## src/rtl/nvmdiv_pkg.sv

```systemverilog
package nvmdiv_pkg;

   // Register layout: [7] loaded flag, [6] prescaler select, [5:0] divisor
   localparam int unsigned NVD_REG_W = 8;
   localparam int unsigned NVD_DIV_W = NVD_REG_W - 2;

   typedef struct packed {
      logic                 pre;
      logic [NVD_DIV_W-1:0] div;
   } nvd_cfg_t;

   localparam int unsigned NVD_CFG_W = $bits(nvd_cfg_t);

endpackage

```

## src/rtl/nvmdiv_cfg_reg.sv

```systemverilog
module nvmdiv_cfg_reg
   import nvmdiv_pkg::*;
(
   input  logic                 clk,
   input  logic                 rst_n,
   input  logic                 wr_stb,
   input  logic                 rd_stb,
   input  logic [NVD_REG_W-1:0] wdata,
   output logic [NVD_REG_W-1:0] rdata,
   output nvd_cfg_t             cfg,
   output logic                 loaded
);

   logic take_write;

   assign take_write = wr_stb && !loaded;

   always_ff @(posedge clk or negedge rst_n) begin
      if (!rst_n) begin
         loaded <= 1'b0;
         cfg    <= '0;
      end else if (take_write) begin
         loaded <= 1'b1;
         cfg    <= nvd_cfg_t'(wdata[NVD_CFG_W-1:0]);
      end
   end

   assign rdata = rd_stb ? {loaded, cfg} : '0;

   AST_FLAG_SET_ON_WRITE: assert property (@(posedge clk) disable iff (!rst_n)
      (wr_stb && !loaded) |=> loaded);

   AST_CFG_LOCKED: assert property (@(posedge clk) disable iff (!rst_n)
      loaded |=> (loaded && $stable(cfg)));

endmodule

```

## src/rtl/nvmdiv_tick_gen.sv

```systemverilog
module nvmdiv_tick_gen
   import nvmdiv_pkg::*;
#(
   parameter int unsigned PRE_LOG2 = 3
)(
   input  logic     clk,
   input  logic     rst_n,
   input  logic     run,
   input  nvd_cfg_t cfg,
   output logic     tick
);

   logic                 pre_wrap;
   logic                 pre_active;
   logic [NVD_DIV_W-1:0] div_cnt;
   logic                 div_wrap;
   logic                 unit_period;

   generate
      if (PRE_LOG2 == 0) begin : g_no_pre
         assign pre_wrap   = 1'b1;
         assign pre_active = 1'b0;
      end else begin : g_pre
         logic [PRE_LOG2-1:0] pre_cnt;

         always_ff @(posedge clk or negedge rst_n) begin
            if (!rst_n) begin
               pre_cnt <= '0;
            end else if (!run || !cfg.pre) begin
               pre_cnt <= '0;
            end else begin
               pre_cnt <= pre_cnt + 1'b1;
            end
         end

         assign pre_active = cfg.pre;
         assign pre_wrap   = !cfg.pre || (&pre_cnt);
      end
   endgenerate

   assign div_wrap = (div_cnt == cfg.div);

   always_ff @(posedge clk or negedge rst_n) begin
      if (!rst_n) begin
         div_cnt <= '0;
      end else if (!run) begin
         div_cnt <= '0;
      end else if (pre_wrap) begin
         div_cnt <= div_wrap ? '0 : div_cnt + 1'b1;
      end
   end

   assign tick        = run && pre_wrap && div_wrap;
   assign unit_period = (cfg.div == '0) && !pre_active;

   AST_NO_TICK_IDLE: assert property (@(posedge clk) disable iff (!rst_n)
      !run |-> !tick);

   AST_DIV_BOUND: assert property (@(posedge clk) disable iff (!rst_n)
      run |-> (div_cnt <= cfg.div));

   AST_TICK_SINGLE: assert property (@(posedge clk) disable iff (!rst_n)
      (tick && !unit_period) |=> !tick);

endmodule

```

## src/rtl/nvmdiv_rate_chk.sv

```systemverilog
module nvmdiv_rate_chk
   import nvmdiv_pkg::*;
#(
   parameter int unsigned PRE_LOG2 = 3,
   parameter int unsigned BUS_HZ   = 4_000_000,
   parameter int unsigned LO_HZ    = 150_000,
   parameter int unsigned HI_HZ    = 200_000
)(
   input  nvd_cfg_t cfg,
   output logic     rate_bad
);

   localparam int unsigned N_W = NVD_DIV_W + 1 + PRE_LOG2;
   localparam logic [63:0] BUS_64 = 64'(BUS_HZ);
   localparam logic [63:0] LO_64  = 64'(LO_HZ);
   localparam logic [63:0] HI_64  = 64'(HI_HZ);

   logic [N_W-1:0] base_n;
   logic [N_W-1:0] total_n;
   logic [63:0]    lo_bound;
   logic [63:0]    hi_bound;

   assign base_n = N_W'(cfg.div) + N_W'(1);

   generate
      if (PRE_LOG2 == 0) begin : g_no_pre
         assign total_n = base_n;
      end else begin : g_pre
         assign total_n = cfg.pre ? (base_n << PRE_LOG2) : base_n;
      end
   endgenerate

   // BUS/n < LO  <=>  BUS < LO*n ;  BUS/n > HI  <=>  BUS > HI*n
   assign lo_bound = LO_64 * 64'(total_n);
   assign hi_bound = HI_64 * 64'(total_n);
   assign rate_bad = (BUS_64 < lo_bound) || (BUS_64 > hi_bound);

endmodule

```

## src/rtl/nvm_tick_divider.sv

```systemverilog
module nvm_tick_divider
   import nvmdiv_pkg::*;
#(
   parameter int unsigned PRE_LOG2 = 3,
   parameter int unsigned BUS_HZ   = 4_000_000,
   parameter int unsigned LO_HZ    = 150_000,
   parameter int unsigned HI_HZ    = 200_000
)(
   input  logic                 clk,
   input  logic                 rst_n,
   input  logic                 reg_wr,
   input  logic                 reg_rd,
   input  logic [NVD_REG_W-1:0] reg_wdata,
   output logic [NVD_REG_W-1:0] reg_rdata,
   output logic                 fclk_tick,
   output logic                 pgm_permit,
   output logic                 rate_bad
);

   initial begin
      assert (PRE_LOG2 <= 8) else $error("PRE_LOG2 too large");
      assert (LO_HZ > 0 && LO_HZ < HI_HZ) else $error("bad frequency window");
      assert (BUS_HZ > 0) else $error("BUS_HZ must be nonzero");
   end

   nvd_cfg_t cfg;
   logic     loaded;

   nvmdiv_cfg_reg u_reg (
      .clk    (clk),
      .rst_n  (rst_n),
      .wr_stb (reg_wr),
      .rd_stb (reg_rd),
      .wdata  (reg_wdata),
      .rdata  (reg_rdata),
      .cfg    (cfg),
      .loaded (loaded)
   );

   nvmdiv_tick_gen #(.PRE_LOG2(PRE_LOG2)) u_tick (
      .clk   (clk),
      .rst_n (rst_n),
      .run   (loaded),
      .cfg   (cfg),
      .tick  (fclk_tick)
   );

   nvmdiv_rate_chk #(
      .PRE_LOG2 (PRE_LOG2),
      .BUS_HZ   (BUS_HZ),
      .LO_HZ    (LO_HZ),
      .HI_HZ    (HI_HZ)
   ) u_rate (
      .cfg      (cfg),
      .rate_bad (rate_bad)
   );

   assign pgm_permit = loaded;

   AST_PERMIT_STICKY: assert property (@(posedge clk) disable iff (!rst_n)
      pgm_permit |=> pgm_permit);

   AST_UNLOADED_READ_ZERO: assert property (@(posedge clk) disable iff (!rst_n)
      (reg_rd && !pgm_permit) |-> (reg_rdata == '0));

endmodule

```

## config.mk

```make
export PLATFORM = sky130hd
export DESIGN_NAME = nvm_tick_divider
export DESIGN_NICKNAME = d
export VERILOG_FILES = /design/src/rtl/nvmdiv_pkg.sv /design/src/rtl/nvmdiv_cfg_reg.sv /design/src/rtl/nvmdiv_tick_gen.sv /design/src/rtl/nvmdiv_rate_chk.sv /design/src/rtl/nvm_tick_divider.sv
export SDC_FILE = /design/constraint.sdc
export NUM_CORES = 1
export LEC_CHECK = 0
export ABC_AREA = 1
export BUFFER_PORTS_ARGS = -buffer_cell sky130_fd_sc_hd__clkbuf_2
export CAP_MARGIN = 20
export CORE_AREA = 2 2 130 132
export CTS_CLUSTER_SIZE = 20
export DETAILED_ROUTE_END_ITERATION = 8
export DIE_AREA = 0 0 132 134
export PLACE_DENSITY = 0.57
export SYNTH_ARGS = -nofsm -noshare
export SYNTH_HDL_FRONTEND = slang
export SYNTH_SLANG_ARGS = --single-unit
```

## constraint.sdc

```tcl
create_clock -name clk -period 8.05 [get_ports clk]
set_input_delay 1.2075 -clock clk [delete_from_list [all_inputs] [get_ports clk]]
set_output_delay 1.2075 -clock clk [all_outputs]
set_load 0.02 [all_outputs]
```

After elaboration in Yosys (flattened, before gate mapping)
Cells that the tools add are included.
- flip-flop bits (word level): 17
- memories kept: 0
- output and inout bits: 11
- logic and storage cells: 29
- bits in read-only memories: 0
- input bits: 12
- bits in writable memories: 0
- bits in latches: 0
- magnitude comparators: 2
- div/mod/pow operators: 0
- equal/unequal tests: 2
- shift-type cells: 0
- add/subtract/negate cells: 3
- multipliers: 2
- multiplexer cells: 6
- reduce and logical (&&, ||, !) cells: 9
- bitwise operators: 0
- operators by type and width (cell ; number):
    $gt A22 B28 Y1 const A ; 1
    $lt A22 B28 Y1 const A ; 1
    $mul A14 B10 Y24 const A ; 1
    $mul A12 B10 Y22 const A ; 1
    $mux W6 ; 3
    $mux W10 ; 1
    $mux W8 ; 1
    $add A6 B1 Y7 const B ; 1
    $add A6 B1 Y6 const B ; 1
    $eq A6 B6 Y1 ; 1
    $add A3 B1 Y3 const B ; 1
    $logic_and A1 B1 Y1 ; 3
    $logic_or A1 B1 Y1 ; 3
    $mux W3 ; 1
    $reduce_and A3 Y1 ; 1
    $logic_not A1 Y1 ; 2
    $ne A2 B1 Y1 const B ; 1

Logic depth before layout (Yosys ltp)
Gate-level depths: netlist of run 1.
- depth in word-level cells: 5
- mapped depth: 31
- depth with buffers taken out: 30

By module
A second synthesis of run 1 with hierarchy kept.
- cells, all modules: 981
- area total of the unflattened synthesis: 6513.7 um^2
- modules (own cells, without submodules) (module ; area each (um^2) ; cells each ; times used ; seq. area each (um^2)):
    nvmdiv_rate_chk ; 5567.8 ; 844 ; 1 ; 0.0
    nvmdiv_tick_gen ; 574.3 ; 87 ; 1 ; 225.2
    nvmdiv_cfg_reg ; 371.6 ; 50 ; 1 ; 200.2

Least setup slack after synthesis of run 1
No wires, ideal clock.
- path kind: register to output
- start: reg, netlist name u_reg.cfg[1]
- end: out rate_bad
- data required time: 6.843 ns
- cell stages (with the launch flop): 29
- data arrival time: 5.407 ns
- path buffers: 0
- slack: 1.436 ns
- cell sequence: dfrtp_1 > ha_1 > nand3_1 > nor2_1 > nand2_1 > o21ai_0 > inv_1 > fa_1 > inv_1 > ha_1 > inv_1 > fa_1 > inv_1 > fa_1 > ha_1 > ha_1 > nand2_1 > inv_1 > nand2_1 > nand2_1 > inv_1 > nand2_1 > nand2_1 > nand2_1 > nand2_1 > nand2_1 > nor3_1 > nand2_1 > nand3_1
- longest elaborated chain between the ends: 5
- elaborated cells between the ends (all ways): 7
- classes of those cells: add/sub (1); mul (2); order compare (2); mux (1); reduce/logical (1)
- ends and longest elaborated chain (element ; RTL line ; text):
    $add A6 B1 Y7 * ; nvmdiv_rate_chk.sv:23 ; assign base_n = N_W'(cfg.div) + N_W'(1);
    $mux W10 * ; nvmdiv_rate_chk.sv:29 ; assign total_n = cfg.pre ? (base_n << PRE_LOG2) : base_n;
    $mul A14 B10 Y24 / $mul A12 B10 Y22 (equally long branches) ; nvmdiv_rate_chk.sv:34, nvmdiv_rate_chk.sv:35 ;
    $lt A22 B28 Y1 / $gt A22 B28 Y1 (equally long branches) ; nvmdiv_rate_chk.sv:36 ; assign rate_bad = (BUS_64 < lo_bound) || (BUS_64 > hi_bound);
    $logic_or A1 B1 Y1 * ; nvmdiv_rate_chk.sv:36 ;
    end: declaration ; nvm_tick_divider.sv:17 ; output logic rate_bad
Mark *: on every way between the ends. The rest lies on a longest branch, timed or not.

Worst setup path in the final report of run 1
- start: reg, netlist name u_reg.cfg[2]
- end: out rate_bad
- longest elaborated chain between the ends: 5
- elaborated cells between the ends (all ways): 7
- classes of those cells: add/sub (1); mul (2); order compare (2); mux (1); reduce/logical (1)
- ends and longest elaborated chain (element ; RTL line):
    $add A6 B1 Y7 * ; nvmdiv_rate_chk.sv:23
    $mux W10 * ; nvmdiv_rate_chk.sv:29
    $mul A14 B10 Y24 / $mul A12 B10 Y22 (equally long branches) ; nvmdiv_rate_chk.sv:34, nvmdiv_rate_chk.sv:35
    $lt A22 B28 Y1 / $gt A22 B28 Y1 (equally long branches) ; nvmdiv_rate_chk.sv:36
    $logic_or A1 B1 Y1 * ; nvmdiv_rate_chk.sv:36
Marks and branches as above.

==> results_dict.tcl, run 1 <==
set metrics [dict create \
    grt_usage 0.164 \
    core_sq_mm 0.0163 \
    dp.cells 1199 \
    cp.required_ns 6.84 \
    critPathBufInv 5 \
    hold_viol_final 0 \
    path_clk_slew_ns 0.05 \
    synth.avg_cell_area_sq_um 6.71 \
    worst_pin_slew_ns 0.906 \
    use_met2 0.277 \
    antenna_found_initial 0 \
    io_pins 23 \
    cts_tree "done" \
    yosys_warnings 0 \
    dp_hpwl_mm 12.3 \
    combPwrFrac 0.043 \
    final_cells 1203 \
    start_util 0.394 \
    clock_sinks 17 \
    period_minus_slack_ns 7.23 \
    rows 47 \
    postSynthCellCount 955 \
    path_delay_family "adder cells" \
    crit_fanout 7 \
    die_x_microns 132 \
    h-tree-depth 1 \
    route.detailed.drc 0 \
    drt-total-wl_mm 13.8 \
    met1_usage 0.243 \
    io_buffers 21 \
    synth_cell_types 30 \
    ys_ff_latch 17 \
    grt_max_degree 18 \
    path_class "flop to primary output" \
    clk_latency_ns 0.25 \
    gr-total-overflow 0 \
    synthArstFlopShare 1.00 \
    power_frac_seq 0.444 \
    p_clk_frac 0.513 \
    status "finished, final reports clean" \
    cts_resized 0 \
    place_congestion 0.825 \
    grt_pass1_wl_mm 24.5 \
    finalClockSkew_ns 0.00105 \
    final_util 0.424 \
    cts_root_buf "clkbuf_16" \
    p_sw_uw 37.9 \
    rsz0062_at_grt "false" \
    fill_cells 1743 \
    grt_pass1_vias 5307 \
    final_nets 1190 \
    post_cts_buffers 0 \
    ff_latch_area_sq_um 425 \
    hold_path.class "flop to flop" \
    peakVddDrop_mv 0.115 \
    cap_violations 0 \
    finalPower_uw 193 \
    yosysSeqAreaShare 0.0664 \
    critPathLaunchType "flop" \
    sw_frac_of_total 0.196 \
    clockBufferDepth 2 \
    die_height_microns 134 \
    power_density_mw_per_mm2 27.9 \
    cts.hold.buffers_added 0 \
    drt_iter0_drc 201 \
    area_growth_pct 7.71 \
    slowest_delay_ns 0.56 \
    synthFlopType "dfrtp_1" \
    die_area_sq_mm 0.0177 \
    synth_edf_count 0 \
    routedWlPerCell_microns 11.5 \
    p_int_uw 155 \
    synth_nets 1161 \
    antenna_left 0 \
    dr.pass1.iters 5 \
    cp_data_arrival_time_ns 6.02 \
    fmaxAchievable_mhz 138 \
    slew-limit-headroom 0.390 \
    drv_slew 0 \
    fin_hold_ws_ns 0.444 \
    cts_buffers 3 \
    via_per_inst 4.76 \
    cp-end-kind "primary output" \
    busiest_layer "met2" \
    multi_input_area_sq_mm 0.00515 \
    insertedDiodeCount 0 \
    cp_slowest_cell "fa_1" \
    setup_viol_count_final 0 \
    min_period_over_period 0.898 \
    cp_common_cell "nand2_1" \
    synthesis.area_sq_mm 0.00641 \
    via_count 5726 \
    p_leak_uw 0.00433 \
    drive_gt1_frac 0.0570 \
    use_met3 0.00340 \
    fin_setup_tns_ns 0 \
]
-- per-layer routing --
metal	part of all wire	vias up
met5	0	-
met4	0.0051	0
met3	0.023	6
met2	0.45	67
met1	0.52	2633
li1	-	3020
-- cell usage after synthesis (10+ instances only) --
master	number	area [sq um]
nand2_1	285	1070
inv_1	215	807
nor2_1	75	282
fa_1	48	961
xor2_1	12	105
o21ai_0	10	50.1
nand3b_1	11	82.6
dfrtp_1	17	425
nand3_1	46	230
ha_1	146	1830
a21oi_1	29	145
nand4_1	12	75.1
-- final timing paths --
kind                                           endpoint                    start  depth (start not counted)  slack [ns]
worst min register to register  u_tick.g_pre.pre_cnt[0]  u_tick.g_pre.pre_cnt[0]                          1        0.44
max in group asynchronous             u_tick.div_cnt[0]                    rst_n                          1        6.86
worst min-delay path            u_tick.g_pre.pre_cnt[0]  u_tick.g_pre.pre_cnt[0]                          1        0.44
min in group asynchronous                  u_reg.loaded                    rst_n                          1        0.89
worst max register to register        u_tick.div_cnt[0]             u_reg.cfg[0]                          7        6.61
worst max-delay path                           rate_bad             u_reg.cfg[2]                         28        0.82
-- power groups by stage --
stage               Combinational, uW  Sequential [uW]  Clock (uW)
floorplan                        3.23             87.0           0
global placement                 8.49             87.0           0
detailed placement               8.55             87.0           0
CTS                              8.57             85.5         101
global route                     9.49             85.5         105
finish                           8.30             85.6        99.0
-- layout make-up --
type	count	share of cell area
clock buffers	3	0.0109
clock inverters	1	0.000725
inverters	216	0.117
multi-input cells	717	0.746
flip-flops and latches	17	0.0616
well taps	220	0.0399
repair buffers	29	0.0239
-- cells by family (layout without fill, tap and decap cells) --
group | after synthesis | count (layout) | share of synthesized area
fa+ha+maj | 194 | 194 | 0.435
simple gates | 455 | 455 | 0.298
compound gates | 46 | 46 | 0.0388
mux | 3 | 3 | 0.00527
flops | 17 | 17 | 0.0664
buf+inv | 221 | 249 | 0.131
xor+xnor | 19 | 19 | 0.0260
-- flip-flops by register name (all words and copies together), names as in the netlist --
register / cells
u_reg.cfg: 7
u_reg.loaded: 1
u_tick.div_cnt: 6
u_tick.g_pre.pre_cnt: 3
-- placed cells by master, fill, tap and decap left out, types with 4 or more instances in the layout --
cell and instances:
nand3_1 46, fa_1 48, dfrtp_1 17, ha_1 146, nor3_1 5, nand3b_1 11, xnor2_1 7, nor2_2 4
nand2_2 6, nand4_1 12, a21oi_1 29, nand2_1 285, o21ai_0 10, nor2_1 75, inv_1 215, xor2_1 12
buf_4 8, clkbuf_2 21
-- per-stage QoR --
step,cell area (sq um),setup slack [ns]
finish,6900,0.819
global route,6900,0.330
CTS,6900,0.810
detailed placement,6820,1.12
global placement,6820,1.11
floorplan,6410,1.44
-- worst reg2reg max path: stages, from the launching register on --
cell and delay (ns):
dfrtp_1 0.44, inv_1 0.13, nand2_1 0.07, o21ai_0 0.07, nor3_1 0.14, nand4_1 0.17
nand2_1 0.19, o21ai_0 0.10
Power figures use the tool's default switching activity.
==> run 2, diff against run 1 <==
--- a/config.mk
+++ b/config.mk
@@ -9,6 +9,7 @@
 export BUFFER_PORTS_ARGS = -buffer_cell sky130_fd_sc_hd__clkbuf_2
 export CAP_MARGIN = 20
 export CORE_AREA = 2 2 130 132
+export CTS_BUF_LIST = sky130_fd_sc_hd__clkbuf_8
 export CTS_CLUSTER_SIZE = 20
 export DETAILED_ROUTE_END_ITERATION = 8
 export DIE_AREA = 0 0 132 134
==> run 2 against run 1 <==
Register-to-register slack is essentially flat; via count shrank 0.26%; sequential share of layout area is essentially flat; final area shrank 0.49%; worst setup slack lost 0.025 ns; global-route usage is essentially flat; combinational power grew 0.5%; utilization shrank 0.21 points; worst hold slack gained 0.0044 ns.
==> results_dict.tcl, run 2 (synthesized netlist as in run 1, its figures left out) <==
set metrics [dict create \
    grt_max_degree 18 \
    largest_register_ffs 7 \
    dr_wl_met3_microns 331 \
    via_per_inst 4.75 \
    antenna_left 0 \
    dp_hpwl_mm 12.3 \
    reg2reg_to "u_tick.div_cnt[0]" \
    post_cts_buffers 0 \
    finalClockSkew_ns 0.00639 \
    met2WireLength_mm 6.25 \
    route.detailed.drc 0 \
    die_x_microns 132 \
    worst_pin_slew_ns 0.916 \
    status "finished, final reports clean" \
    final_nets 1190 \
    drt-total-wl_mm 13.8 \
    clk_latency_ns 0.25 \
    dp.cells 1199 \
    cts_buffers 3 \
    h-tree-depth 1 \
    fin_hold_ws_ns 0.449 \
    clockBufferDepth 2 \
    fill_cells 1744 \
    min_period_over_period 0.901 \
    path_delay_family "adder cells" \
    peakVddDrop_mv 0.124 \
    cts_tree "done" \
    critPathBufInv 5 \
    io_pins 23 \
    dp_slack_ns 1.12 \
    power_density_mw_per_mm2 22.8 \
    cts.hold.buffers_added 0 \
    cap_violations 0 \
    via_count 5711 \
    core_sq_mm 0.0163 \
    largest-register "u_reg.cfg" \
    slowest_delay_ns 0.56 \
    reg2reg_slack_ns 6.61 \
    final_common_cell "nand2_1" \
    top_layer "met4" \
    cp.required_ns 6.84 \
    start_util 0.394 \
    hold_path_end "u_tick.g_pre.pre_cnt[0]" \
    die_area_sq_mm 0.0177 \
    wl_met1_mm 7.17 \
    die_height_microns 134 \
    cp-end-kind "primary output" \
    rows 47 \
    critPathLaunchType "flop" \
    path_class "flop to primary output" \
    fmaxAchievable_mhz 138 \
    slew-limit-headroom 0.383 \
    reg2reg_depth 7 \
    reg.largest.list "u_reg.cfg: 7 flops, u_tick.div_cnt: 6 flops, u_tick.g_pre.pre_cnt: 3 flops" \
    p_leak_uw 0.00431 \
    hold_path.class "flop to flop" \
    grt_pass1_wl_mm 24.5 \
    crit_fanout 7 \
    setup_viol_count_final 0 \
    hold-path-cell-count 1 \
    final_cells 1203 \
    drive_gt1_frac 0.0570 \
    setup_slack_ns 0.794 \
    routedWlPerCell_microns 11.5 \
    drv_slew 0 \
    clock_sinks 17 \
    antenna_found_initial 0 \
    cp_common_cell "nand2_1" \
    insertedDiodeCount 0 \
    drt_iter0_drc 212 \
    cts_root_buf "clkbuf_8" \
    hold_start "u_tick.g_pre.pre_cnt[0]" \
    cp_data_arrival_time_ns 6.05 \
    r2r-start "u_reg.cfg[0]" \
    gr-total-overflow 0 \
    grt_usage 0.163 \
    grt_pass1_vias 5307 \
    place_congestion 0.825 \
    dr.pass1.iters 5 \
    cp_slowest_cell "fa_1" \
    mostFrequentLayoutCells "285 x nand2_1, 215 x inv_1, 146 x ha_1" \
    path_clk_slew_ns 0.07 \
    period_minus_slack_ns 7.26 \
    rsz0062_at_grt "false" \
    cts_resized 0 \
    area_growth_pct 7.18 \
    hold_viol_final 0 \
    fin_setup_tns_ns 0 \
    io_buffers 21 \
]
run 2: cell counts in the layout (fill, tap and decap cells not counted):
No cell type changed its count.
run 2: layout make-up:
cell class / instances / area, sq um / area share
Clock buffer: 3 / 41.3 / 0.00601
Clock inverter: 1 / 5.00 / 0.000728
Inverter: 216 / 811 / 0.118
Multi-Input combinational cell: 717 / 5150 / 0.749
Sequential cell: 17 / 425 / 0.0619
Tap cell: 220 / 275 / 0.0401
Timing Repair Buffer: 29 / 165 / 0.0240
run 2: routing by layer:
layer  GRT usage  vias up
met3     0.00454        4
li1            -     3015
met4     0.00785        0
met5           0        -
met2       0.277       75
met1       0.243     2617
run 2: where the power goes:
group	switching, uW	internal, uW	total (uW)
Sequential	0	85.4	85.4
Clock	28.6	34.3	62.9
Combinational	5.35	2.99	8.34
run 2: worst max path at each step:
| stage | start | end | slack, ns | cells past startpoint |
|---|---|---|---|---|
| floorplan | u_reg.cfg[1] | rate_bad | 1.44 | 28 |
| global placement | u_reg.cfg[2] | rate_bad | 1.11 | 28 |
| detailed placement | u_reg.cfg[2] | rate_bad | 1.12 | 28 |
| CTS | u_reg.cfg[2] | rate_bad | 0.81 | 28 |
| global route | u_reg.cfg[1] | rate_bad | 0.32 | 28 |
| finish | u_reg.cfg[2] | rate_bad | 0.79 | 28 |
run 2: through the flow:
| stage | instance area, sq um | utilization | power, uW |
|---|---|---|---|
| 6_report | 6870 | 0.422 | 157 |
| 4_1_cts | 6870 | 0.422 | 159 |
| 5_1_grt | 6870 | 0.422 | 164 |
| 3_5_place_dp | 6820 | 0.419 | 95.6 |
| 2_1_floorplan | 6410 | - | 90.3 |
| 3_3_place_gp | 6820 | 0.419 | 95.5 |
run 2: worst reg2reg max path: stages, from the launching register on:
cell,delay (ns)
dfrtp_1,0.44
inv_1,0.13
nand2_1,0.07
o21ai_0,0.07
nor3_1,0.15
nand4_1,0.16
nand2_1,0.19
o21ai_0,0.10
==> run 3, diff against run 2 <==
--- a/config.mk
+++ b/config.mk
@@ -5,15 +5,14 @@
 export SDC_FILE = /design/constraint.sdc
 export NUM_CORES = 1
 export LEC_CHECK = 0
-export ABC_AREA = 1
-export BUFFER_PORTS_ARGS = -buffer_cell sky130_fd_sc_hd__clkbuf_2
 export CAP_MARGIN = 20
-export CORE_AREA = 2 2 130 132
+export CORE_AREA = 2 2 122 124
 export CTS_BUF_LIST = sky130_fd_sc_hd__clkbuf_8
 export CTS_CLUSTER_SIZE = 20
 export DETAILED_ROUTE_END_ITERATION = 8
-export DIE_AREA = 0 0 132 134
-export PLACE_DENSITY = 0.57
+export DIE_AREA = 0 0 124 126
+export DONT_BUFFER_PORTS = 1
+export PLACE_DENSITY = 0.55
 export SYNTH_ARGS = -nofsm -noshare
 export SYNTH_HDL_FRONTEND = slang
 export SYNTH_SLANG_ARGS = --single-unit
==> run 3 against run 2 <==
Wire length shrank 17%; largest cell class unchanged; final cell count down 32%; via count is 24% lower; worst hold slack worse by 0.0066 ns; synthesized cell count down 35%; sequential share of layout area grew 1.0 points; non-clock buffer count down 21; register-to-register slack got worse by 0.31 ns; utilization down 0.88 points; critical path type unchanged; global-route usage decreased by 0.72 points.
==> results_dict.tcl, run 3 <==
set metrics [dict create \
    yosysMostFrequentCell "ha_1" \
    insertedDiodeCount 0 \
    status "finished, final reports clean" \
    muxShareOfSynthArea 0.0193 \
    mostFrequentLayoutCells "146 x ha_1, 100 x inv_1, 48 x fa_1" \
    place_area_sq_mm 0.00584 \
    route.detailed.drc 0 \
    r2r-start "u_reg.cfg[0]" \
    drv_slew 0 \
    cp-end-kind "primary output" \
    dp_slack_ns 0.496 \
    min_period_over_period 0.946 \
    die_area_sq_mm 0.0156 \
    h-tree-depth 1 \
    antenna_found_initial 0 \
    slew-limit-headroom 0.621 \
    gr-total-overflow 0 \
    path_delay_family "adder cells" \
    grt_usage 0.156 \
    finalClockSkew_ns 0.00447 \
    final_nets 836 \
    synthSimpleGateAreaFrac 0.120 \
    cp.required_ns 6.84 \
    reg2reg_depth 7 \
    rsz0062_at_grt "false" \
    routedWlPerCell_microns 14.1 \
    synth_cell_types 63 \
    fmaxAchievable_mhz 131 \
    drive_gt1_frac 0.0588 \
    yosys.area.top_type "ha_1" \
    largest_register_ffs 7 \
    synth_nets 830 \
    fin_hold_ws_ns 0.442 \
    via_per_inst 5.34 \
    critPathLaunchType "flop" \
    setup_slack_ns 0.435 \
    synth.top_cell.area_share 0.327 \
    reg2reg_slack_ns 6.30 \
    crit_end "rate_bad" \
    die_x_microns 124 \
    synth_xor_area_frac 0.0565 \
    clk_latency_ns 0.25 \
    synth.avg_cell_area_sq_um 8.94 \
    cts_buffers 3 \
    synthTopCellsByArea "ha_1 33%, fa_1 17%, dfrtp_1 7.6%, inv_1 6.7%, xor2_1 3.3%" \
    drt-total-wl_mm 11.5 \
    reg2reg_to "u_tick.div_cnt[3]" \
    yosys_warnings 0 \
    cts_tree "done" \
    path_clk_slew_ns 0.07 \
    ys_ff_latch 17 \
    io_buffers 0 \
    cp.depth 20 \
    core_sq_mm 0.0143 \
    crit_path_cell_trace "ha_1 -> nand3_1 -> xnor2_1 -> and2_1 -> fa_1 -> fa_1 -> inv_1 -> fa_1 -> inv_1 -> fa_1 -> fa_1 -> ha_1 -> a21oi_1 -> o21ai_0 -> a311oi_1 -> o21bai_1 -> a221oi_2 -> xor2_1 -> o311a_1 -> o2111ai_2" \
    crit_fanout 7 \
    path_class "flop to primary output" \
    synthFlopType "dfrtp_1" \
    cap_violations 0 \
    grt_pass1_vias 4492 \
    hold_viol_final 0 \
    clock_sinks 17 \
    grt_pass1_wl_mm 20.3 \
    io_pins 23 \
    synth_edf_count 0 \
    synth-adder-area-share 0.500 \
    hold_path.class "flop to flop" \
    cp_common_cell "fa_1" \
    clockBufferDepth 2 \
    drt_iter0_drc 165 \
    synth_top_family_by_area "adder cells" \
    synthesis.area_sq_mm 0.00558 \
    via_count 4338 \
    die_height_microns 126 \
    reg.largest.list "u_reg.cfg: 7 flops, u_tick.div_cnt: 6 flops, u_tick.g_pre.pre_cnt: 3 flops" \
    rows 44 \
    yosysSeqAreaShare 0.0762 \
    antenna_left 0 \
    slowest_delay_ns 0.57 \
    cts_root_buf "clkbuf_8" \
    postSynthCellCount 624 \
    fin_setup_tns_ns 0 \
    crit_path_start "u_reg.cfg[1]" \
    post_cts_buffers 0 \
    final_common_cell "ha_1" \
    grt_max_degree 18 \
    postLayoutCellArea_sq_mm 0.00591 \
    largest-register "u_reg.cfg" \
    dr.pass1.iters 4 \
    place_congestion 0.849 \
    synth-compound-area-share 0.157 \
    dp_hpwl_mm 9.97 \
    synthArstFlopShare 1.00 \
    start_util 0.390 \
    cts_resized 0 \
    critPathBufInv 2 \
    cts.hold.buffers_added 0 \
    setup_viol_count_final 0 \
    ys_top_cells_by_count "146 x ha_1, 100 x inv_1, 48 x fa_1, 33 x a21oi_1, 33 x nor2_1" \
    cp_slowest_cell "fa_1" \
    period_minus_slack_ns 7.62 \
    area_growth_pct 5.92 \
    cp_data_arrival_time_ns 6.41 \
    worst_pin_slew_ns 0.568 \
]
-- run 3: worst min-delay path by stage --
stage / from / to / slack, ns / cells past startpoint
floorplan: u_tick.g_pre.pre_cnt[0] / u_tick.g_pre.pre_cnt[0] / 0.41 / 1
global placement: u_tick.g_pre.pre_cnt[0] / u_tick.g_pre.pre_cnt[0] / 0.42 / 1
detailed placement: u_tick.g_pre.pre_cnt[0] / u_tick.g_pre.pre_cnt[0] / 0.44 / 1
CTS: u_tick.g_pre.pre_cnt[0] / u_tick.g_pre.pre_cnt[0] / 0.45 / 1
global route: u_tick.g_pre.pre_cnt[0] / u_tick.g_pre.pre_cnt[0] / 0.46 / 1
finish: u_tick.g_pre.pre_cnt[0] / u_tick.g_pre.pre_cnt[0] / 0.44 / 1
-- run 3: kinds of logic after synthesis --
group	count (synthesis)
adder cells (fa/ha/maj)	194
AND/OR/NAND/NOR	131
AO/OA/AOI/OAI	129
buffers and inverters	107
XOR/XNOR	36
flip-flops	17
multiplexers	10
-- run 3: area by class of cell --
cell class,count,area [sq um]
timing repair buffer,8,60.1
inverter,100,375
fill,1471,8400
multi-input combinational,500,4770
clock inverter,1,5.00
clock buffer,3,41.3
sequential,17,427
tap,184,230
-- run 3: metal layers --
layer  track usage  wire length (microns)  up-vias
li1              -                      -     2198
met1         0.226                   5770     2082
met2         0.266                   5480       54
met3       0.00589                    172        4
met4        0.0178                     56        0
met5             0                      0        -
-- run 3: through the flow --
step	std cells	util
CTS	813	0.412
global placement	809	0.408
detailed placement	809	0.408
global route	813	0.413
floorplan	624	-
finish	813	0.413
Power of run 3 is left out: the tool's default activity adds up to more than one toggle a clock period on the data nets, which glitch-free logic cannot reach.
